--- config.mk ---
export PLATFORM = sky130hd
export DESIGN_NAME = tune3w_ctrl
export DESIGN_NICKNAME = d
export VERILOG_FILES = /design/src/rtl/tune3w_pkg.sv /design/src/rtl/tune3w_sync.sv /design/src/rtl/tune3w_shift.sv /design/src/rtl/tune3w_regs.sv /design/src/rtl/tune3w_ctrl.sv
export SDC_FILE = /design/constraint.sdc
export NUM_CORES = 1
export LEC_CHECK = 0
export BUFFER_PORTS_ARGS = -buffer_cell sky130_fd_sc_hd__buf_4
export CAP_MARGIN = 10
export CORE_MARGIN = 3
export CORE_UTILIZATION = 55
export DETAILED_ROUTE_END_ITERATION = 7
export GPL_ROUTABILITY_DRIVEN = 0
export PLACE_DENSITY = 0.76
export SLEW_MARGIN = 20
export SYNTH_ARGS = -nofsm -noshare
export SYNTH_HDL_FRONTEND = slang
export SYNTH_SLANG_ARGS = --single-unit
--- constraint.sdc ---
create_clock -name clk -period 2.2 [get_ports clk]
set_clock_uncertainty 0.2 [all_clocks]
set_input_delay 0.44 -clock clk [delete_from_list [all_inputs] [get_ports clk]]
set_output_delay 0.44 -clock clk [all_outputs]
set_load 0.02 [all_outputs]
--- src/rtl/tune3w_pkg.sv ---
package tune3w_pkg;
    localparam int RATIO_W = 17;
    localparam int TAIL_W  = 7;
    localparam int MAX_PORTS = 4;

    // tail field positions, counted from the last received bit
    localparam int F_PRESC = 0;
    localparam int F_REF   = 1;
    localparam int F_CPHI  = 4;
    localparam int F_OS    = 5;
    localparam int F_T0    = 6;
    localparam int F_PORT  = 7;

    typedef struct packed {
        logic [RATIO_W-1:0] ratio;
        logic               presc;
    } div_cfg_t;

    typedef struct packed {
        logic [2:0]           refc;
        logic                 cphi;
        logic                 os;
        logic                 t0;
        logic [MAX_PORTS-1:0] ports;
    } misc_cfg_t;

    function automatic int word_width(input int np);
        return RATIO_W + np + TAIL_W;
    endfunction
endpackage

--- src/rtl/tune3w_sync.sv ---
module tune3w_sync #(
    parameter int W = 1
) (
    input  logic         clk,
    input  logic         rst_n,
    input  logic [W-1:0] async_i,
    output logic [W-1:0] sync_o
);
    logic [W-1:0] s1_q, s2_q;

    always_ff @(posedge clk or negedge rst_n) begin
        if (!rst_n) begin
            s1_q <= '0;
            s2_q <= '0;
        end else begin
            s1_q <= async_i;
            s2_q <= s1_q;
        end
    end

    assign sync_o = s2_q;
endmodule

--- src/rtl/tune3w_shift.sv ---
module tune3w_shift #(
    parameter int WORD_W = 28
) (
    input  logic              clk,
    input  logic              rst_n,
    input  logic              sclk_s,
    input  logic              sdat_s,
    input  logic              sen_s,
    output logic              load_o,
    output logic              len_ok_o,
    output logic [WORD_W-1:0] word_o
);
    localparam int CNT_MAX = WORD_W + 1;
    localparam int CNT_W   = $clog2(CNT_MAX + 1);

    typedef struct packed {
        logic              clk_prev;
        logic              en_prev;
        logic [WORD_W-1:0] sr;
        logic [CNT_W-1:0]  cnt;
    } shift_st_t;

    shift_st_t st_d, st_q;

    always_comb begin
        st_d          = st_q;
        st_d.clk_prev = sclk_s;
        st_d.en_prev  = sen_s;
        if (!sen_s) begin
            st_d.cnt = '0;
        end else if (sclk_s && !st_q.clk_prev) begin
            st_d.sr = {st_q.sr[WORD_W-2:0], sdat_s};
            if (st_q.cnt != CNT_W'(CNT_MAX))
                st_d.cnt = st_q.cnt + 1'b1;
        end
    end

    always_ff @(posedge clk or negedge rst_n) begin
        if (!rst_n) st_q <= '0;
        else        st_q <= st_d;
    end

    assign load_o   = st_q.en_prev && !sen_s;
    assign len_ok_o = (st_q.cnt == CNT_W'(WORD_W));
    assign word_o   = st_q.sr;

    // with the strobe low the shift register holds its content
    a_r1_hold_when_idle: assert property (@(posedge clk) disable iff (!rst_n)
        (!sen_s) |=> $stable(word_o));

    // the bit counter never runs past its saturation value
    a_r6_count_capped: assert property (@(posedge clk) disable iff (!rst_n)
        (st_q.cnt == CNT_W'(CNT_MAX) && sen_s) |=> (st_q.cnt == CNT_W'(CNT_MAX)));
endmodule

--- src/rtl/tune3w_regs.sv ---
module tune3w_regs
    import tune3w_pkg::*;
#(
    parameter int NUM_PORTS = 4,
    parameter int WORD_W    = word_width(NUM_PORTS)
) (
    input  logic              clk,
    input  logic              rst_n,
    input  logic              load_i,
    input  logic              len_ok_i,
    input  logic [WORD_W-1:0] word_i,
    input  logic              div_tc,
    output div_cfg_t          div_o,
    output misc_cfg_t         misc_o,
    output logic              pending_o,
    output logic              frame_err_o
);
    localparam int F_RATIO = F_PORT + NUM_PORTS;

    typedef struct packed {
        div_cfg_t  live;
        div_cfg_t  pend;
        logic      pending;
        misc_cfg_t misc;
        logic      ferr;
    } regs_st_t;

    regs_st_t st_d, st_q;

    always_comb begin
        st_d      = st_q;
        st_d.ferr = 1'b0;
        if (st_q.pending && div_tc) begin
            st_d.live    = st_q.pend;
            st_d.pending = 1'b0;
        end
        if (load_i) begin
            if (len_ok_i) begin
                st_d.pend.ratio = word_i[F_RATIO +: RATIO_W];
                st_d.pend.presc = word_i[F_PRESC];
                st_d.pending    = 1'b1;
                st_d.misc.refc  = word_i[F_REF +: 3];
                st_d.misc.cphi  = word_i[F_CPHI];
                st_d.misc.os    = word_i[F_OS];
                st_d.misc.t0    = word_i[F_T0];
                st_d.misc.ports = '0;
                st_d.misc.ports[NUM_PORTS-1:0] = word_i[F_PORT +: NUM_PORTS];
            end else begin
                st_d.ferr = 1'b1;
            end
        end
    end

    always_ff @(posedge clk or negedge rst_n) begin
        if (!rst_n) st_q <= '0;
        else        st_q <= st_d;
    end

    assign div_o       = st_q.live;
    assign misc_o      = st_q.misc;
    assign pending_o   = st_q.pending;
    assign frame_err_o = st_q.ferr;

    // the live divider settings move only on a terminal-count cycle
    a_r4_ratio_waits_tc: assert property (@(posedge clk) disable iff (!rst_n)
        (!div_tc) |=> $stable(div_o));

    // a terminal count drains the pending stage unless a new word lands
    a_r5_pending_drains: assert property (@(posedge clk) disable iff (!rst_n)
        (pending_o && div_tc && !load_i) |=> !pending_o);

    // a rejected frame leaves every setting as it was
    a_r6_bad_frame_keeps: assert property (@(posedge clk) disable iff (!rst_n)
        (load_i && !len_ok_i) |=> ($stable(misc_o) && frame_err_o));
endmodule

--- src/rtl/tune3w_ctrl.sv ---
module tune3w_ctrl
    import tune3w_pkg::*;
#(
    parameter int NUM_PORTS = 4,
    localparam int WORD_W   = word_width(NUM_PORTS)
) (
    input  logic                 clk,
    input  logic                 rst_n,
    input  logic                 ser_clk,
    input  logic                 ser_data,
    input  logic                 ser_en,
    input  logic                 cp_off,
    input  logic                 div_tc,
    input  logic                 fpd_half,
    input  logic                 fcomp,
    output logic [RATIO_W-1:0]   div_ratio,
    output logic                 presc_en,
    output logic [2:0]           ref_code,
    output logic                 cp_hi_cur,
    output logic                 drv_en,
    output logic                 test_mode,
    output logic [NUM_PORTS-1:0] port_bits,
    output logic [NUM_PORTS-1:0] port_pin,
    output logic                 cp_hiz,
    output logic                 mode_err,
    output logic                 frame_err
);
    logic [3:0]        sync_s;
    logic              load, len_ok, pending;
    logic [WORD_W-1:0] word;
    div_cfg_t          div_cfg;
    misc_cfg_t         misc_cfg;

    tune3w_sync #(.W(4)) u_sync (
        .clk     (clk),
        .rst_n   (rst_n),
        .async_i ({cp_off, ser_en, ser_data, ser_clk}),
        .sync_o  (sync_s)
    );

    tune3w_shift #(.WORD_W(WORD_W)) u_shift (
        .clk      (clk),
        .rst_n    (rst_n),
        .sclk_s   (sync_s[0]),
        .sdat_s   (sync_s[1]),
        .sen_s    (sync_s[2]),
        .load_o   (load),
        .len_ok_o (len_ok),
        .word_o   (word)
    );

    tune3w_regs #(.NUM_PORTS(NUM_PORTS), .WORD_W(WORD_W)) u_regs (
        .clk         (clk),
        .rst_n       (rst_n),
        .load_i      (load),
        .len_ok_i    (len_ok),
        .word_i      (word),
        .div_tc      (div_tc),
        .div_o       (div_cfg),
        .misc_o      (misc_cfg),
        .pending_o   (pending),
        .frame_err_o (frame_err)
    );

    assign div_ratio = div_cfg.ratio;
    assign presc_en  = div_cfg.presc;
    assign ref_code  = misc_cfg.refc;
    assign cp_hi_cur = misc_cfg.cphi;
    assign drv_en    = !misc_cfg.os;
    assign test_mode = misc_cfg.t0;
    assign port_bits = misc_cfg.ports[NUM_PORTS-1:0];
    assign cp_hiz    = sync_s[3];
    assign mode_err  = misc_cfg.t0 && sync_s[3];

    for (genvar gi = 0; gi < NUM_PORTS; gi++) begin : g_pin
        if (gi == 0) begin : g_fpd
            assign port_pin[gi] = misc_cfg.t0 ? fpd_half : misc_cfg.ports[gi];
        end else if (gi == 1) begin : g_fcmp
            assign port_pin[gi] = misc_cfg.t0 ? fcomp : misc_cfg.ports[gi];
        end else begin : g_plain
            assign port_pin[gi] = misc_cfg.ports[gi];
        end
    end

    // test mode routes the divider half-rate signal to pin 0
    a_r7_pin0_test: assert property (@(posedge clk) disable iff (!rst_n)
        test_mode |-> (port_pin[0] == fpd_half));

    // the illegal combination is always reported
    a_r9_mode_err: assert property (@(posedge clk) disable iff (!rst_n)
        (test_mode && cp_hiz) |-> mode_err);

    // the pump-off request reaches cp_hiz two edges later
    a_r8_hiz_latency: assert property (@(posedge clk) disable iff (!rst_n)
        ($past(cp_off, 2) && $past(rst_n, 2)) |-> cp_hiz);
endmodule

==> impl_metrics.tcl, run 1 <==
set metrics [dict create \
    yosys.area.top_type "dfrtp_1" \
    cp_max_fo 28 \
    cp_slowest_stage_delay_ps 430 \
    grt_max_degree 46 \
    syn_nets 247 \
    clock_power_share_pct 36.4 \
    outcome "completed" \
    seq_power_share_pct 58.4 \
    synth_common_cells "dfrtp_1 (91), mux2_2 (56), buf_4 (28), mux2_4 (20), nand2_1 (6)" \
    grt_pass1_vias 1841 \
    drt-total-wl_mm 5.40 \
    area_growth_pct 12.8 \
    finalNonFillerCells 349 \
    p_per_area_nw_per_um2 739 \
    synth.most_common_cell "dfrtp_1" \
    period_share_pct 89.7 \
    worstHoldPathCells 2 \
    worst_slew_pin_slew_ps 416 \
    cts_made_buffers 9 \
    fin_crit_ps 1970 \
    finalSetupViolCount 0 \
    synth_top_cell_area_share_pct 61.1 \
    synth-edff-count 0 \
    r2r_end "u_regs.misc_o[4]" \
    dpl_cell_area_sq_um 3950 \
    cp.arrival_ps 2010 \
    ff2ff_path_depth 6 \
    yosys_warnings 0 \
    synth_seq_cells 91 \
    p_sw_uw 699 \
    clock_latency_ps 350 \
    final_layout_size_suffix_gt1_share_pct 52.9 \
    rows 29 \
    gr-total-overflow 0 \
    n_fill_cell 487 \
    vdd.ir_drop.worst_mv 0.451 \
    slew_headroom_pct 72.3 \
    die_x_microns 88.3 \
    required_ps 2230 \
    hold_slack_ps 92.7 \
    antenna_cells 0 \
    firstDrtPassIters 4 \
    postSynth.asyncResetShare_pct 100 \
    crit_family "flip-flops" \
    cts-root-buf "clkbuf_8" \
    hold_path.class "in -> reg" \
    p_sw_share_pct 22.5 \
    crit_chain "inv_1, ha_1, nand4_2, nor2_8, buf_12, mux2_2" \
    fmax_ghz 0.507 \
    min_to "u_regs.pending_o" \
    r2r_setup_slack_ps 230 \
    synth.distinct_cells 27 \
    ys.flop_type "dfrtp_1" \
    crit_type "reg -> reg" \
    dr_total_vias 1847 \
    clockBufferDepth 2 \
    cap_viol_max_count 0 \
    synth.area.top_cells "dfrtp_1 (61%), mux2_2 (17%), mux2_4 (8.1%)" \
    p_leak_nw 2.16 \
    cp_slowest_cell "dfrtp_1" \
    ys_seq_area_share_pct 61.1 \
    pwr-share-comb_pct 5.2 \
    wire_per_inst_microns 15.5 \
    vias_per_cell 5.29 \
    start_kind "flip-flop" \
    multi_input_comb_area_sq_um 1170 \
    antenna_left 0 \
    boundaryPins 44 \
    seqCellArea_sq_um 2280 \
    drt-initial-drc-count 55 \
    hp-start "div_tc" \
    cts_tree "built" \
    antenna_found_initial 0 \
    cts_max_level 3 \
    numPortBuffers 43 \
    power.internal_mw 2.41 \
    place_worst_setup_slack_ps 258 \
    finalInstanceArea_sq_um 4200 \
    coreArea_sq_um 6460 \
    synthCells 235 \
    finalWorstSetupSlack_ps 226 \
    fin_nets 279 \
    grt_pass1_wl_mm 8.98 \
    slew_violations 0 \
    clkTransAtPathRegs_ps 80 \
    synth.cell_area_sq_um 3730 \
    dp.cells 328 \
    endpoint_kind "flip-flop" \
    die_y_microns 88.3 \
    cp_num_buf_inv 2 \
    dp_hpwl_mm 3.57 \
    setup_tns_ps 0 \
    die_area_sq_um 7800 \
    avgSynthCellArea_sq_um 15.9 \
    initial_utilization_pct 57.7 \
    drc 0 \
    finalHoldViolations 0 \
    rr_startpoint "u_shift.st_q[0]" \
    grt_use_total_pct 15.6 \
    cts.sinks 91 \
    rsz0062_at_grt "no" \
    cts.repair.resized 0 \
]
metal layers:
layer	routed length (microns)	track usage, %	vias to the layer above	part of all wire (%)
met4	87	7.42	0	1.6
li1	-	-	846	-
met3	204	4.10	10	3.8
met1	2480	20.4	951	46
met5	0	0	-	0
met2	2630	24.6	40	49
cell type report:
type | count | share of cell area [%]
inverter | 5 | 0.447
sequential | 91 | 54.2
multi-input combinational | 106 | 27.7
clock buffer | 11 | 3.36
tap | 77 | 2.29
clock inverter | 5 | 1.43
timing repair buffer | 54 | 10.5
state kept, by name (all words and copies together) (netlist names):
| name | count |
|---|---|
| u_regs.pending_o | 1 |
| u_regs.div_o | 18 |
| u_sync.sync_o | 4 |
| u_shift.st_q | 7 |
| u_regs.st_q | 18 |
| u_sync.s1_q | 4 |
| u_regs.misc_o | 10 |
| u_regs.frame_err_o | 1 |
| u_shift.word_o | 28 |
power by group through the flow:
stage,Combinational [mW],Sequential (mW),Clock (mW)
floorplan,0.0942,1.83,0
global route,0.182,1.83,1.22
CTS,0.167,1.81,1.17
finish,0.162,1.81,1.13
global placement,0.153,1.84,0
detailed placement,0.158,1.85,0
worst register-to-register path: stages, from the launching register on:
cell and delay, ps:
dfrtp_1 430, inv_1 100, ha_1 170, nand4_2 200, nor2_8 160, buf_12 220
mux2_2 370
worst max-delay path by stage:
stage               startpoint          endpoint  slack (ps)  depth (start not counted)
6_report       u_shift.st_q[0]  u_regs.misc_o[4]         230                          6
5_1_grt        u_shift.st_q[0]  u_regs.misc_o[4]         150                          6
4_1_cts        u_shift.st_q[0]  u_regs.misc_o[6]         210                          6
3_5_place_dp   u_shift.st_q[0]   u_regs.st_q[29]         260                          6
3_3_place_gp   u_shift.st_q[0]   u_regs.st_q[12]         310                          6
2_1_floorplan  u_shift.st_q[0]  u_regs.misc_o[0]         370                          6
cell usage in the layout, fill, tap and decap left out, drive strengths merged, types with 2 or more instances in the layout:
cell / n
and2: 2
buf: 49
clkbuf: 11
dfrtp: 91
dlygate4sd3: 5
ha: 3
inv: 7
mux2: 76
mux2i: 2
nand2: 6
nand3: 2
cell families after synthesis:
group,share of synthesized area [%]
flip-flops,61.1
multiplexers,25.5
buffers and inverters,7.62
AND/OR/NAND/NOR,3.56
AO/OA/AOI/OAI,1.21
adder cells (fa/ha/maj),1.01
metrics by stage:
step,power (mW),utilization (%)
after floorplan,1.92,-
after global placement,1.99,61.2
after detailed placement,2.01,61.2
after CTS,3.15,65.1
after global routing,3.24,65.1
final,3.11,65.1
repair_timing:
action | in CTS | in global routing
hold buffers | 5 | 0
hold endpoints to repair | 31 | 0
setup endpoints to repair | 0 | 0
setup buffers | 0 | 0
Power figures use the tool's default switching activity.
==> run 2, diff against run 1 <==
CTS_BUF_LIST = sky130_fd_sc_hd__clkbuf_16   (was not set)
RECOVER_POWER = 50   (was not set)
==> impl_metrics.tcl, run 2 (same netlist as run 1, synthesis figures left out) <==
set metrics [dict create \
    rr_startpoint "u_shift.st_q[0]" \
    finalHoldViolations 0 \
    final_common_cell "dfrtp_1" \
    final_layout_size_suffix_gt1_share_pct 53.4 \
    finalWorstSetupSlack_ps 254 \
    fin_crit_ps 1950 \
    antenna_cells 0 \
    cts_hold_buf 1 \
    cp_slowest_stage_delay_ps 420 \
    cts.sinks 91 \
    fmax_ghz 0.514 \
    required_ps 2210 \
    drc 0 \
    fin_nets 275 \
    die_x_microns 88.3 \
    rsz0062_at_grt "no" \
    slew_headroom_pct 52.4 \
    die_y_microns 88.3 \
    gr-total-overflow 0 \
    cap_viol_max_count 0 \
    outcome "completed" \
    hold_path.class "in -> reg" \
    place_worst_setup_slack_ps 258 \
    cp_max_fo 28 \
    slew_violations 0 \
    area_growth_pct 13.9 \
    coreArea_sq_um 6460 \
    power_mw 3.45 \
    p_leak_nw 2.19 \
    hold_slack_ps 37.8 \
    cts_max_level 3 \
    largest_reg_flops 28 \
    cp_slowest_cell "dfrtp_1" \
    dr_total_vias 1833 \
    crit_path_start "u_shift.st_q[0]" \
    boundaryPins 44 \
    clkTransAtPathRegs_ps 60 \
    period_share_pct 88.4 \
    hp-start "ser_data" \
    grt_use_total_pct 15.3 \
    start_kind "flip-flop" \
    cp.arrival_ps 1960 \
    clockBufferDepth 2 \
    grt_pass1_vias 1835 \
    die_area_sq_um 7800 \
    numPortBuffers 43 \
    wire_per_inst_microns 15.5 \
    worst_slew_pin_slew_ps 714 \
    crit_family "flip-flops" \
    dp_hpwl_mm 3.57 \
    grt_pass1_wl_mm 8.87 \
    crit_chain "inv_1, ha_1, nand4_2, nor2_8, buf_12, mux2_2" \
    initial_utilization_pct 57.7 \
    r2r_setup_slack_ps 250 \
    firstDrtPassIters 4 \
    vdd.ir_drop.worst_mv 0.443 \
    clock_latency_ps 320 \
    antenna_left 0 \
    vias_per_cell 5.31 \
    p_per_area_nw_per_um2 812 \
    drt-initial-drc-count 65 \
    endpoint_kind "flip-flop" \
    setup_tns_ps 0 \
    finalSetupViolCount 0 \
    antenna_found_initial 0 \
    cp_num_buf_inv 2 \
    cts.repair.resized 0 \
    postCtsSetupBuffers 0 \
    grt_max_degree 46 \
    drt-total-wl_mm 5.35 \
    cts-root-buf "clkbuf_16" \
    final_cell_mix "dfrtp_1 (91), mux2_2 (56), buf_4 (40)" \
    cts_tree "built" \
    rows 29 \
    crit_type "reg -> reg" \
    cts_made_buffers 9 \
]
[run 2: changes by cell type in the layout (fill, tap and decap cells not counted), sizes merged]
cell	before	now
buf	49	42
clkbuf	11	16
clkinv	1	2
dlygate4sd3	5	1
inv	7	8
[run 2: area by class of cell]
cell class | count | area, sq um
Fill cell | 486 | 2210
Multi-Input combinational cell | 106 | 1170
Inverter | 5 | 18.8
Timing Repair Buffer | 50 | 395
Sequential cell | 91 | 2280
Tap cell | 77 | 96.3
Clock inverter | 7 | 67.6
Clock buffer | 9 | 225
[run 2: layer usage]
| layer | global-route usage [%] | part of all wire (%) | vias to the layer above |
|---|---|---|---|
| met5 | 0 | 0 | - |
| met4 | 7.42 | 1.4 | 0 |
| met3 | 3.26 | 3.7 | 8 |
| met2 | 24.3 | 49 | 37 |
| met1 | 20.2 | 45 | 949 |
| li1 | - | - | 839 |
[run 2: through the flow]
step	instances	utilization [%]	cell area, sq um
detailed placement	328	61.2	3950
floorplan	235	-	3730
finish	345	65.7	4250
global placement	328	61.2	3950
global route	345	65.7	4250
CTS	345	65.9	4250
[run 2: power by group]
| part | internal [mW] | switching, mW |
|---|---|---|
| Clock | 0.877 | 0.602 |
| Sequential | 1.76 | 0.0595 |
| Combinational | 0.0837 | 0.0707 |
[run 2: path summary, 6_finish.rpt]
check	to	cells past startpoint
max reg2reg	u_regs.misc_o[3]	6
min	u_sync.s1_q[1]	1
max in group asynchronous	u_sync.sync_o[3]	3
max	u_regs.misc_o[3]	6
min reg2reg	u_sync.sync_o[1]	0
min in group asynchronous	u_regs.div_o[7]	2
==> run 3, diff against run 2 <==
CORE_UTILIZATION = 57   (was 55)
PLACE_DENSITY = 0.78   (was 0.76)
==> impl_metrics.tcl, run 3 (same netlist as run 1, synthesis figures left out) <==
set metrics [dict create \
    endpoint_kind "output pin" \
    cts_max_level 3 \
    place_worst_setup_slack_ps 226 \
    cts.sinks 91 \
    fmax_ghz 0.506 \
    numPortBuffers 43 \
    crit_type "reg -> out" \
    grt_max_degree 40 \
    required_ps 1560 \
    cts-root-buf "clkbuf_16" \
    fin_crit_ps 1980 \
    final_util_pct 69.3 \
    slew_headroom_pct 34.4 \
    slew_violations 0 \
    setup_tns_ps 0 \
    cp.arrival_ps 1340 \
    rows 28 \
    antenna_found_initial 0 \
    grt_pass1_wl_mm 8.85 \
    p_leak_nw 2.19 \
    clockBufferDepth 2 \
    cap_viol_max_count 0 \
    final_cell_mix "dfrtp_1 (91), mux2_2 (56), buf_4 (41)" \
    p_sw_share_pct 21.9 \
    p_per_area_nw_per_um2 782 \
    clkTransAtPathRegs_ps 60 \
    clock_power_share_pct 40.6 \
    cts_tree "built" \
    die_y_microns 86.9 \
    die_x_microns 86.9 \
    rsz0062_at_grt "no" \
    hold_path.class "in -> reg" \
    largest_reg_flops 28 \
    final_common_cell "dfrtp_1" \
    drt-total-wl_mm 5.15 \
    finalSetupViolCount 0 \
    dp_hpwl_mm 3.51 \
    wire_per_inst_microns 14.9 \
    boundaryPins 44 \
    cts.repair.resized 0 \
    finalWorstSetupSlack_ps 222 \
    grt_pass1_vias 1815 \
    power.internal_mw 2.59 \
    pwr-share-comb_pct 4.9 \
    antenna_cells 0 \
    cp_max_fo 5 \
    antenna_left 0 \
    clock_latency_ps 340 \
    vias_per_cell 5.21 \
    seq_power_share_pct 54.5 \
    area_growth_pct 14.1 \
    vdd.ir_drop.worst_mv 0.506 \
    start_kind "flip-flop" \
    initial_utilization_pct 60.8 \
    dr_total_vias 1801 \
    worstHoldPathCells 1 \
    finalHoldViolations 0 \
    coreArea_sq_um 6130 \
    drc 0 \
    worst_slew_pin_slew_ps 983 \
    grt_use_total_pct 15.5 \
    cts_made_buffers 9 \
    firstDrtPassIters 4 \
    ff2ff_path_depth 6 \
    period_share_pct 89.9 \
    die_area_sq_um 7550 \
    gr-total-overflow 0 \
    drt-initial-drc-count 50 \
    final_layout_size_suffix_gt1_share_pct 52.8 \
    fin_nets 278 \
    r2r_setup_slack_ps 240 \
    outcome "completed" \
    p_sw_uw 728 \
]
## run 3: changes by cell type in the layout (fill, tap and decap cells not counted)
cell | previous run | this run
buf_4 | 40 | 41
clkbuf_2 | 3 | 2
inv_1 | 6 | 8
bufinv_16 | 1 | 0
clkinv_1 | 1 | 0
inv_6 | 2 | 0
buf_12 | 2 | 3
dlygate4sd3_1 | 1 | 2
clkbuf_1 | 0 | 1
clkinvlp_4 | 1 | 3
## run 3: layout make-up
cell class / instances / area [sq um]
Clock buffer: 9 / 225
Clock inverter: 7 / 38.8
Fill cell: 424 / 1880
Inverter: 5 / 18.8
Multi-Input combinational cell: 106 / 1170
Sequential cell: 91 / 2280
Tap cell: 75 / 93.8
Timing Repair Buffer: 53 / 432
## run 3: path summary, 6_finish.rpt
kind                                      end             start
max                               port_pin[0]  u_regs.misc_o[4]
min                            u_sync.s1_q[2]            ser_en
min reg2reg                  u_sync.sync_o[0]    u_sync.s1_q[0]
min in group asynchronous     u_regs.div_o[7]             rst_n
max reg2reg                  u_regs.misc_o[9]   u_shift.st_q[0]
max in group asynchronous  u_shift.word_o[10]             rst_n
## run 3: timing repair
item                      in CTS  in global routing
buffers inserted               0                  0
hold buffers                   1                  1
hold endpoints to repair      37                  1
## run 3: layer usage
metal	GRT usage (%)	part of all wire [%]	vias up	wire length [microns]
li1	-	-	848	-
met1	21.3	47	906	2430
met2	22.7	46	36	2350
met3	3.12	4.5	11	233
met4	9.77	2.8	0	144
met5	0	0	-	0
## run 3: per-stage QoR
step / hold slack (ps) / instances / instance area, sq um / power (mW)
finish: 33.3 / 346 / 4250 / 3.32
global route: 27.5 / 346 / 4250 / 3.45
CTS: 0.373 / 345 / 4250 / 3.36
detailed placement: 139 / 328 / 3980 / 2.01
global placement: 132 / 328 / 3980 / 2.00
floorplan: -55.6 / 235 / 3730 / 1.92
## run 3: power by group through the flow
stage	clock network, mW	registers [mW]	logic (mW)
floorplan	0	1.83	0.0942
global placement	0	1.84	0.158
detailed placement	0	1.84	0.166
CTS	1.38	1.81	0.169
global route	1.45	1.82	0.183
finish	1.35	1.81	0.163
## run 3: critical path, cell delays in order (launching register included)
cell,delay [ps]
dfrtp_1,460
mux2_2,390
buf_4,160
